### config.mk
export PLATFORM = sky130hd
export DESIGN_NAME = i2cs_ctl_top
export DESIGN_NICKNAME = d
export VERILOG_FILES = /design/src/rtl/i2cs_pkg.sv /design/src/rtl/i2cs_sync.sv /design/src/rtl/i2cs_rx.sv /design/src/rtl/i2cs_regbank.sv /design/src/rtl/i2cs_ctl_top.sv
export SDC_FILE = /design/constraint.sdc
export NUM_CORES = 1
export LEC_CHECK = 0
export BUFFER_PORTS_ARGS = -buffer_cell sky130_fd_sc_hd__buf_2
export CORE_ASPECT_RATIO = 0.7
export CORE_UTILIZATION = 65
export CTS_BUF_LIST = sky130_fd_sc_hd__clkbuf_8
export CTS_CLUSTER_DIAMETER = 200
export DETAILED_ROUTE_END_ITERATION = 8
export PLACE_DENSITY = 0.95
export SLEW_MARGIN = 15
export SYNTH_ARGS = -nofsm -noshare
export SYNTH_HDL_FRONTEND = slang
export SYNTH_SLANG_ARGS = --single-unit
### constraint.sdc
create_clock -name clk -period 2.7 [get_ports clk]
set_input_delay 0.405 -clock clk [delete_from_list [all_inputs] [get_ports clk]]
set_output_delay 0.405 -clock clk [all_outputs]
set_load 0.05 [all_outputs]
### src/rtl/i2cs_pkg.sv
package i2cs_pkg;
  // command byte + count byte after the address
  localparam int HDR_BYTES = 2;

  typedef enum logic [1:0] {ST_IDLE, ST_RECV, ST_ACK, ST_SKIP} rx_state_t;

  function automatic logic addr_is_write(input logic [7:0] b, input logic [6:0] own);
    return (b[7:1] == own) && !b[0];
  endfunction

  // byte position 0 is the address; data starts after the header bytes
  function automatic logic is_data_slot(input int unsigned pos, input int unsigned nreg);
    return (pos >= 1 + HDR_BYTES) && (pos < 1 + HDR_BYTES + nreg);
  endfunction
endpackage

### src/rtl/i2cs_sync.sv
module i2cs_sync #(
  parameter int STAGES = 2
) (
  input  logic clk,
  input  logic rst_n,
  input  logic scl_in,
  input  logic sda_in,
  output logic sda_lvl,
  output logic scl_rise,
  output logic scl_fall,
  output logic start_det,
  output logic stop_det
);
  logic [STAGES-1:0] scl_pipe, sda_pipe;
  logic scl_d, sda_d, scl_lvl;

  always_ff @(posedge clk or negedge rst_n) begin
    if (!rst_n) begin
      scl_pipe <= '1;
      sda_pipe <= '1;
      scl_d    <= 1'b1;
      sda_d    <= 1'b1;
    end else begin
      scl_pipe <= {scl_pipe[STAGES-2:0], scl_in};
      sda_pipe <= {sda_pipe[STAGES-2:0], sda_in};
      scl_d    <= scl_pipe[STAGES-1];
      sda_d    <= sda_pipe[STAGES-1];
    end
  end

  assign scl_lvl   = scl_pipe[STAGES-1];
  assign sda_lvl   = sda_pipe[STAGES-1];
  assign scl_rise  = scl_lvl & ~scl_d;
  assign scl_fall  = ~scl_lvl & scl_d;
  assign start_det = scl_lvl & scl_d & sda_d & ~sda_lvl;
  assign stop_det  = scl_lvl & scl_d & ~sda_d & sda_lvl;
endmodule

### src/rtl/i2cs_rx.sv
module i2cs_rx
  import i2cs_pkg::*;
#(
  parameter int         NREG   = 3,
  parameter logic [6:0] ADDR   = 7'h69,
  parameter int         SLOT_W = 2
) (
  input  logic              clk,
  input  logic              rst_n,
  input  logic              sda_lvl,
  input  logic              scl_rise,
  input  logic              scl_fall,
  input  logic              start_det,
  input  logic              stop_det,
  output logic              ack_oe,
  output logic              wr_en,
  output logic [SLOT_W-1:0] wr_idx,
  output logic [7:0]        wr_data
);
  localparam int POS_MAX = 1 + HDR_BYTES + NREG;
  localparam int POS_W   = $clog2(POS_MAX + 1);
  localparam logic [POS_W-1:0] DATA0 = POS_W'(1 + HDR_BYTES);

  rx_state_t        state;
  logic [7:0]       shreg;
  logic [3:0]       bit_cnt;
  logic [POS_W-1:0] pos;
  logic             byte_done;

  assign byte_done = (bit_cnt == 4'd8);

  always_ff @(posedge clk or negedge rst_n) begin
    if (!rst_n) begin
      state   <= ST_IDLE;
      shreg   <= '0;
      bit_cnt <= '0;
      pos     <= '0;
      ack_oe  <= 1'b0;
      wr_en   <= 1'b0;
      wr_idx  <= '0;
      wr_data <= '0;
    end else begin
      wr_en <= 1'b0;
      if (start_det) begin
        state   <= ST_RECV;
        bit_cnt <= '0;
        pos     <= '0;
        ack_oe  <= 1'b0;
      end else if (stop_det) begin
        state  <= ST_IDLE;
        ack_oe <= 1'b0;
      end else begin
        case (state)
          ST_RECV: begin
            if (scl_rise && !byte_done) begin
              shreg   <= {shreg[6:0], sda_lvl};
              bit_cnt <= bit_cnt + 4'd1;
            end else if (scl_fall && byte_done) begin
              bit_cnt <= '0;
              if (pos == '0 && !addr_is_write(shreg, ADDR)) begin
                state <= ST_SKIP;
              end else begin
                state  <= ST_ACK;
                ack_oe <= 1'b1;
                if (is_data_slot(32'(pos), NREG)) begin
                  wr_en   <= 1'b1;
                  wr_idx  <= SLOT_W'(pos - DATA0);
                  wr_data <= shreg;
                end
              end
            end
          end
          ST_ACK: begin
            if (scl_fall) begin
              ack_oe <= 1'b0;
              state  <= ST_RECV;
              if (pos != POS_W'(POS_MAX)) pos <= pos + 1'b1;
            end
          end
          default: ;
        endcase
      end
    end
  end


  ack_on_fall_chk: assert property (@(posedge clk) disable iff (!rst_n)
    $rose(ack_oe) |-> $past(scl_fall));

  ack_release_chk: assert property (@(posedge clk) disable iff (!rst_n)
    $fell(ack_oe) |-> $past(scl_fall || start_det || stop_det));

  write_acked_chk: assert property (@(posedge clk) disable iff (!rst_n)
    wr_en |-> ack_oe);

  skip_quiet_chk: assert property (@(posedge clk) disable iff (!rst_n)
    (state == ST_SKIP) |-> !ack_oe && !wr_en);
endmodule

### src/rtl/i2cs_regbank.sv
module i2cs_regbank #(
  parameter int NREG   = 3,
  parameter int SLOT_W = 2
) (
  input  logic              clk,
  input  logic              rst_n,
  input  logic              wr_en,
  input  logic [SLOT_W-1:0] wr_idx,
  input  logic [7:0]        wr_data,
  output logic [NREG*8-1:0] regs_flat
);
  for (genvar g = 0; g < NREG; g++) begin : g_reg
    always_ff @(posedge clk or negedge rst_n) begin
      if (!rst_n) regs_flat[g*8 +: 8] <= 8'hFF;
      else if (wr_en && wr_idx == SLOT_W'(g)) regs_flat[g*8 +: 8] <= wr_data;
    end
  end


  hold_chk: assert property (@(posedge clk) disable iff (!rst_n)
    !wr_en |=> $stable(regs_flat));
endmodule

### src/rtl/i2cs_ctl_top.sv
module i2cs_ctl_top #(
  parameter int         NREG      = 3,
  parameter logic [6:0] ADDR      = 7'h69,
  parameter int         SYNC_STG  = 2
) (
  input  logic                 clk,
  input  logic                 rst_n,
  input  logic                 scl_in,
  input  logic                 sda_in,
  output logic                 sda_oe,
  output logic [(NREG-1)*8-1:0] clk_en,
  output logic                 test_mode,
  output logic [6:0]           aux_cfg
);
  localparam int SLOT_W = (NREG > 1) ? $clog2(NREG) : 1;

  logic              sda_lvl, scl_rise, scl_fall, start_det, stop_det;
  logic              wr_en;
  logic [SLOT_W-1:0] wr_idx;
  logic [7:0]        wr_data;
  logic [NREG*8-1:0] regs_flat;

  i2cs_sync #(.STAGES(SYNC_STG)) sync_i (
    .clk(clk), .rst_n(rst_n), .scl_in(scl_in), .sda_in(sda_in),
    .sda_lvl(sda_lvl), .scl_rise(scl_rise), .scl_fall(scl_fall),
    .start_det(start_det), .stop_det(stop_det)
  );

  i2cs_rx #(.NREG(NREG), .ADDR(ADDR), .SLOT_W(SLOT_W)) rx_i (
    .clk(clk), .rst_n(rst_n), .sda_lvl(sda_lvl), .scl_rise(scl_rise),
    .scl_fall(scl_fall), .start_det(start_det), .stop_det(stop_det),
    .ack_oe(sda_oe), .wr_en(wr_en), .wr_idx(wr_idx), .wr_data(wr_data)
  );

  i2cs_regbank #(.NREG(NREG), .SLOT_W(SLOT_W)) regs_i (
    .clk(clk), .rst_n(rst_n), .wr_en(wr_en), .wr_idx(wr_idx),
    .wr_data(wr_data), .regs_flat(regs_flat)
  );

  assign clk_en    = regs_flat[(NREG-1)*8-1:0];
  assign test_mode = ~regs_flat[(NREG-1)*8];
  assign aux_cfg   = regs_flat[NREG*8-1 -: 7];
endmodule

=== Word level (Yosys, flattened, before mapping) ===
Index checks and enable logic that the tools add are counted.

* Add/subtract/negate cells: 3
* Order comparisons: 2
* Equality and inequality tests: 12
* Mux-type cells: 31
* Bitwise gates (word level): 16
* Reductions and logical operators: 25

{| class="wikitable"
|+ Operators by type and width
! kind !! count
|-
| $mux W4 || 5
|-
| $mux W3 || 5
|-
| $mux W1 || 14
|-
| $reduce_and A4 Y1 || 3
|-
| $mux W2 || 5
|-
| $not A1 Y1 || 9
|-
| $logic_and A1 B1 Y1 || 8
|-
| $ne A4 B1 Y1 const B || 2
|-
| $ne A4 B2 Y1 const B || 2
|-
| $reduce_bool A2 Y1 || 4
|-
| $and A1 B1 Y1 || 7
|-
| $eq A7 B7 Y1 const B || 1
|-
| $reduce_and A7 Y1 || 1
|-
| $reduce_and A5 Y1 || 1
|-
| $add A4 B1 Y4 const B || 1
|-
| $eq A2 B1 Y1 const B || 2
|-
| $eq A2 B2 Y1 const B || 2
|-
| $eq A4 B4 Y1 const B || 1
|-
| $pmux W2 S2 || 1
|-
| $reduce_bool A4 Y1 || 1
|-
| $add A3 B1 Y3 const B || 1
|-
| $ge A3 B2 Y1 const B || 1
|-
| $logic_not A1 Y1 || 3
|-
| $logic_not A3 Y1 || 1
|-
| 8 further kinds || 8
|}

* Flip-flop bits (word level): 59
* Input bits: 4
* Output and inout port bits: 25
* Logic and storage cells: 104

=== Logic depth before layout (Yosys ltp) ===
* Depth after elaboration: 10
* Depth in mapped cells: 8
* Gate-level depth less buffers: 7

=== Cells and area by module ===
From an unflattened synthesis, not the netlist that was laid out.

* Cells, all modules: 178
* Area total of the unflattened synthesis: 2581.2 µm²

{| class="wikitable"
|+ Modules (own cells, without submodules)
! module !! instances !! cells an instance !! area each (µm²)
|-
| i2cs_rx || 1 || 116 || 1445.1
|-
| i2cs_regbank || 1 || 51 || 942.2
|-
| i2cs_sync || 1 || 10 || 190.2
|-
| i2cs_ctl_top || 1 || 1 || 3.8
|}

=== Worst setup path before layout ===
Ideal clock, no wire load.

* Path kind: register to register
* Start point: reg rx_i.bit_cnt[0]
* End point: reg rx_i.shreg[1]
* Setup time: 125 ps
* Arrival: 1735 ps
* Slack: 840 ps
* Stages on the path, launching flop included: 7
* Buffers on the path: 1
* Cell sequence: dfrtp_1 inv_1 ha_1 and3b_1 nor3_1 buf_4 mux2_2

* Word-level cells in the longest chain between the ends: 4

{| class="wikitable"
|+ RTL lines
! what !! RTL line !! source
|-
| from (decl) || i2cs_rx.sv:26 || <nowiki>logic [3:0] bit_cnt;</nowiki>
|-
| from (signal assigned) || i2cs_rx.sv:57 || <nowiki>bit_cnt <= bit_cnt + 4'd1;</nowiki>
|-
| $eq A4 B4 Y1 || i2cs_rx.sv:30 || <nowiki>assign byte_done = (bit_cnt == 4'd8);</nowiki>
|-
| $logic_not A1 Y1 || i2cs_rx.sv:55 || <nowiki>if (scl_rise && !byte_done) begin</nowiki>
|-
| $logic_and A1 B1 Y1 || i2cs_rx.sv:55 ||
|-
| $reduce_and A4 Y1 (no line) || n/a ||
|-
| to (signal assigned) || i2cs_rx.sv:56 || <nowiki>shreg <= {shreg[6:0], sda_lvl};</nowiki>
|-
| to (decl) || i2cs_rx.sv:25 || <nowiki>logic [7:0] shreg;</nowiki>
|}

No other way between the ends.
A chain may end at the register's enable or synchronous reset.

=== Final worst setup path ===
* Start point: reg rx_i.pos[1]
* End point: reg rx_i.wr_data[6]

* Word-level cells in the longest chain between the ends: 4
* Elaborated cells on any way between the ends: 7

{| class="wikitable"
|+ RTL lines
! what !! RTL line !! source
|-
| from (decl) || i2cs_rx.sv:27 || <nowiki>logic [POS_W-1:0] pos;</nowiki>
|-
| from (signal assigned) || i2cs_rx.sv:77 || <nowiki>if (pos != POS_W'(POS_MAX)) pos <= pos + 1'b1;</nowiki>
|-
| branches (longest 3 deep; another with $ge A3 B2 Y1) || n/a ||
|-
| $reduce_and A7 Y1 (no line) (*) || n/a ||
|-
| to (signal assigned) || i2cs_rx.sv:68 || <nowiki>wr_data <= shreg;</nowiki>
|-
| to (decl) || i2cs_rx.sv:18 || <nowiki>output logic [7:0] wr_data</nowiki>
|}

Every way passes the cells marked *.

==> flow_summary.ini <==
[detailed_routing]
drt-vias-per-instance = 5.681
post-route-drc-count = 0
wire_per_inst_um = 18.10
wl_mm = 4.888
postRouteAntennaNets = 0
route.vias.total = 1534
dr.first_iter.drc_count = 82
drt_first_pass_iters = 4

[timing]
finalCritPeriodShare = 0.7864
hold_viol = 0
tns_ns = 0
worst_slew_pin_slew_ns = 0.7388
slew_headroom = 0.5074
setup_violations = 0
post-route-min-period_ns = 2.123
slew_violations = 0
fmax_ghz = 0.4710
fin_hold_ws_ns = 0.1268
finClkSkew_ns = 0.006868
rsz0062_at_grt = no

[yosys]
synth.mux.area_fraction = 0.1788
synth_nets = 210
ys_seq_elements = 59
synth_edf_count = 0
yosys.area_share.adder = 0.03784
seq_area_frac_synth = 0.5724
async_flop_share = 1.000
synth_area_sq_um = 2645
synth_top_area_frac = 0.2980
synth-compound-area-share = 0.03784
yosys_warnings = 0
synth_area_leaders = dfstp_2, dfrtp_1, mux2_2
ys_types = 31
synth.avg_cell_area_sq_um = 13.36
synth_top_family_by_area = multiplexers
synth_top_flop_cell = dfstp_2
synthCells = 198
synthSimpleGateAreaFrac = 0.07663
synth_top_cell_by_area = dfstp_2
synth_xor_area_frac = 0.009934

[placement]
dp.final_hpwl_mm = 3.116
portBuffers = 28
gp_congestion = 0.8059

[grt]
grt_pass1_wl_mm = 8.211
grt_pass1_vias = 1626
met3_usage = 0.09091
grt-ovfl-total = 0
met1_usage = 0.3299
gr-usage-all-layers = 0.2639
top_usage_layer = met2
use_met2 = 0.4035
grt_max_degree = 36
antenna_found_initial = 0

[clock_tree]
clock-sinks = 59
cts-root-buf = clkbuf_8
cts_made_buffers = 9
clk_pin_slew_worst_paths_ns = 0.07
worstSkewPairLatency_ns = 0.34
cts_resized = 0
cts_max_path_buffers = 2
htree_levels = 3
cts_setup_buffers = 0
postCtsHoldBufs = 0
tritoncts = done

[finish]
regArea_sq_um = 1514
diodes = 0
nNetsFinal = 227
fillers = 213
multi_input_area_sq_um = 902.1
syn2layout_area_growth_pct = 11.12
fin_util = 0.7957
layout-drive-gt1-share = 0.5500

[worst_setup_path]
end_kind = register
cp-start-kind = register
critical_path_arrival_ns = 2.35
path_max_fanout = 13
worst_ep_required_time_ns = 2.93
crit_type = register to register

[floorplan]
rows = 18
ios = 29
dieHeight_um = 55.37
die_area_sq_um = 4332
start_util = 0.7161
core_sq_um = 3694
chipWidth_um = 78.25

[power]
powerDensity_nw_per_um2 = 880.0
peakVddDrop_mv = 0.5999
leakagePower_nw = 1.433

[status]
status = complete, no violations

[hold_path]
hold_path_class = input pin to asynchronous set/reset pin

[job]
cap_violations = 0
critical path, cell delays in order, from the launching register on:
cell and delay [ns]:
dfrtp_1 0.45, ha_1 0.22, ha_1 0.19, a211oi_1 0.26, a2111o_1 0.48, mux2_2 0.41
cell families after synthesis:
kind of cell    after synthesis
compound gates               16
xor+xnor                      3
fa+ha+maj                     8
buf+inv                      35
flops                        59
mux                          42
simple gates                 35
power breakdown:
group / internal, mW / switching, mW
registers: 1.01 / 0.117
logic: 0.197 / 0.234
clock network: 0.687 / 0.345
synth_stat cells, drive strengths merged, types with 2 or more instances:
master	number
buf	25
nor2	4
a21oi	3
nand3	6
dfrtp	29
mux2	42
inv	10
xor2	3
dfstp	30
nand4b	2
nand2	10
nand3b	2
nand2b	2
o21ai	7
ha	8
per-stage QoR:
stage | cells | setup WS (ns) | area (sq um) | total power [mW]
after floorplan | 198 | 0.8404 | 2645 | 1.417
after CTS | 270 | 0.5813 | 2939 | 2.590
final | 270 | 0.5767 | 2939 | 2.587
after global placement | 254 | 0.7376 | 2679 | 1.511
after global routing | 270 | 0.4448 | 2939 | 2.700
after detailed placement | 254 | 0.6606 | 2679 | 1.550
routing by layer:
layer	vias to the layer above	routed length, um
li1	703	-
met1	771	2209
met2	46	2317
met3	14	228
met4	0	131
met5	-	0
layout by cell type, fill, tap and decap left out, drive strengths merged, types with 2 or more instances in the layout:
cell / Yosys / final
mux2: 42 / 42
buf: 25 / 31
dfstp: 30 / 30
dfrtp: 29 / 29
clkbuf: 0 / 12
inv: 10 / 10
nand2: 10 / 10
ha: 8 / 8
o21ai: 7 / 7
nand3: 6 / 6
nor2: 4 / 4
a21oi: 3 / 3
xor2: 3 / 3
bufinv: 0 / 3
nand2b: 2 / 2
nand3b: 2 / 2
nand4b: 2 / 2
sequential cells by signal (all words and copies together) (netlist names):
register,flops
regs_i.regs_flat,24
rx_i.shreg,8
rx_i.wr_data,8
rx_i.bit_cnt,4
rx_i.pos,3
rx_i.state,2
rx_i.wr_idx,2
sync_i.scl_pipe,2
sync_i.sda_pipe,2
rx_i.ack_oe,1
rx_i.wr_en,1
sync_i.scl_d,1
sync_i.sda_d,1
cell type report:
cell class,count,area share
clock inverter,4,0.03235
timing repair buffer,31,0.05534
multi-input combinational,104,0.3069
clock buffer,12,0.05619
sequential,59,0.5151
inverter,10,0.01277
tap,50,0.02129
final timing paths:
path / from / endpoint / slack (ns) / cells after the start
setup / recovery: rx_i.pos[1] / rx_i.wr_data[6] / 0.58 / 5
hold / removal: rst_n / rx_i.wr_data[5] / 0.13 / 1
setup reg to reg: rx_i.pos[1] / rx_i.wr_data[6] / 0.58 / 5
hold reg to reg: sync_i.sda_pipe[0] / sync_i.sda_pipe[1] / 0.37 / 0
max in group asynchronous: rst_n / sync_i.sda_pipe[0] / 1.81 / 2
min in group clk: scl_in / sync_i.scl_pipe[0] / 0.17 / 1
Note: power is estimated with default switching activity, not from simulation.
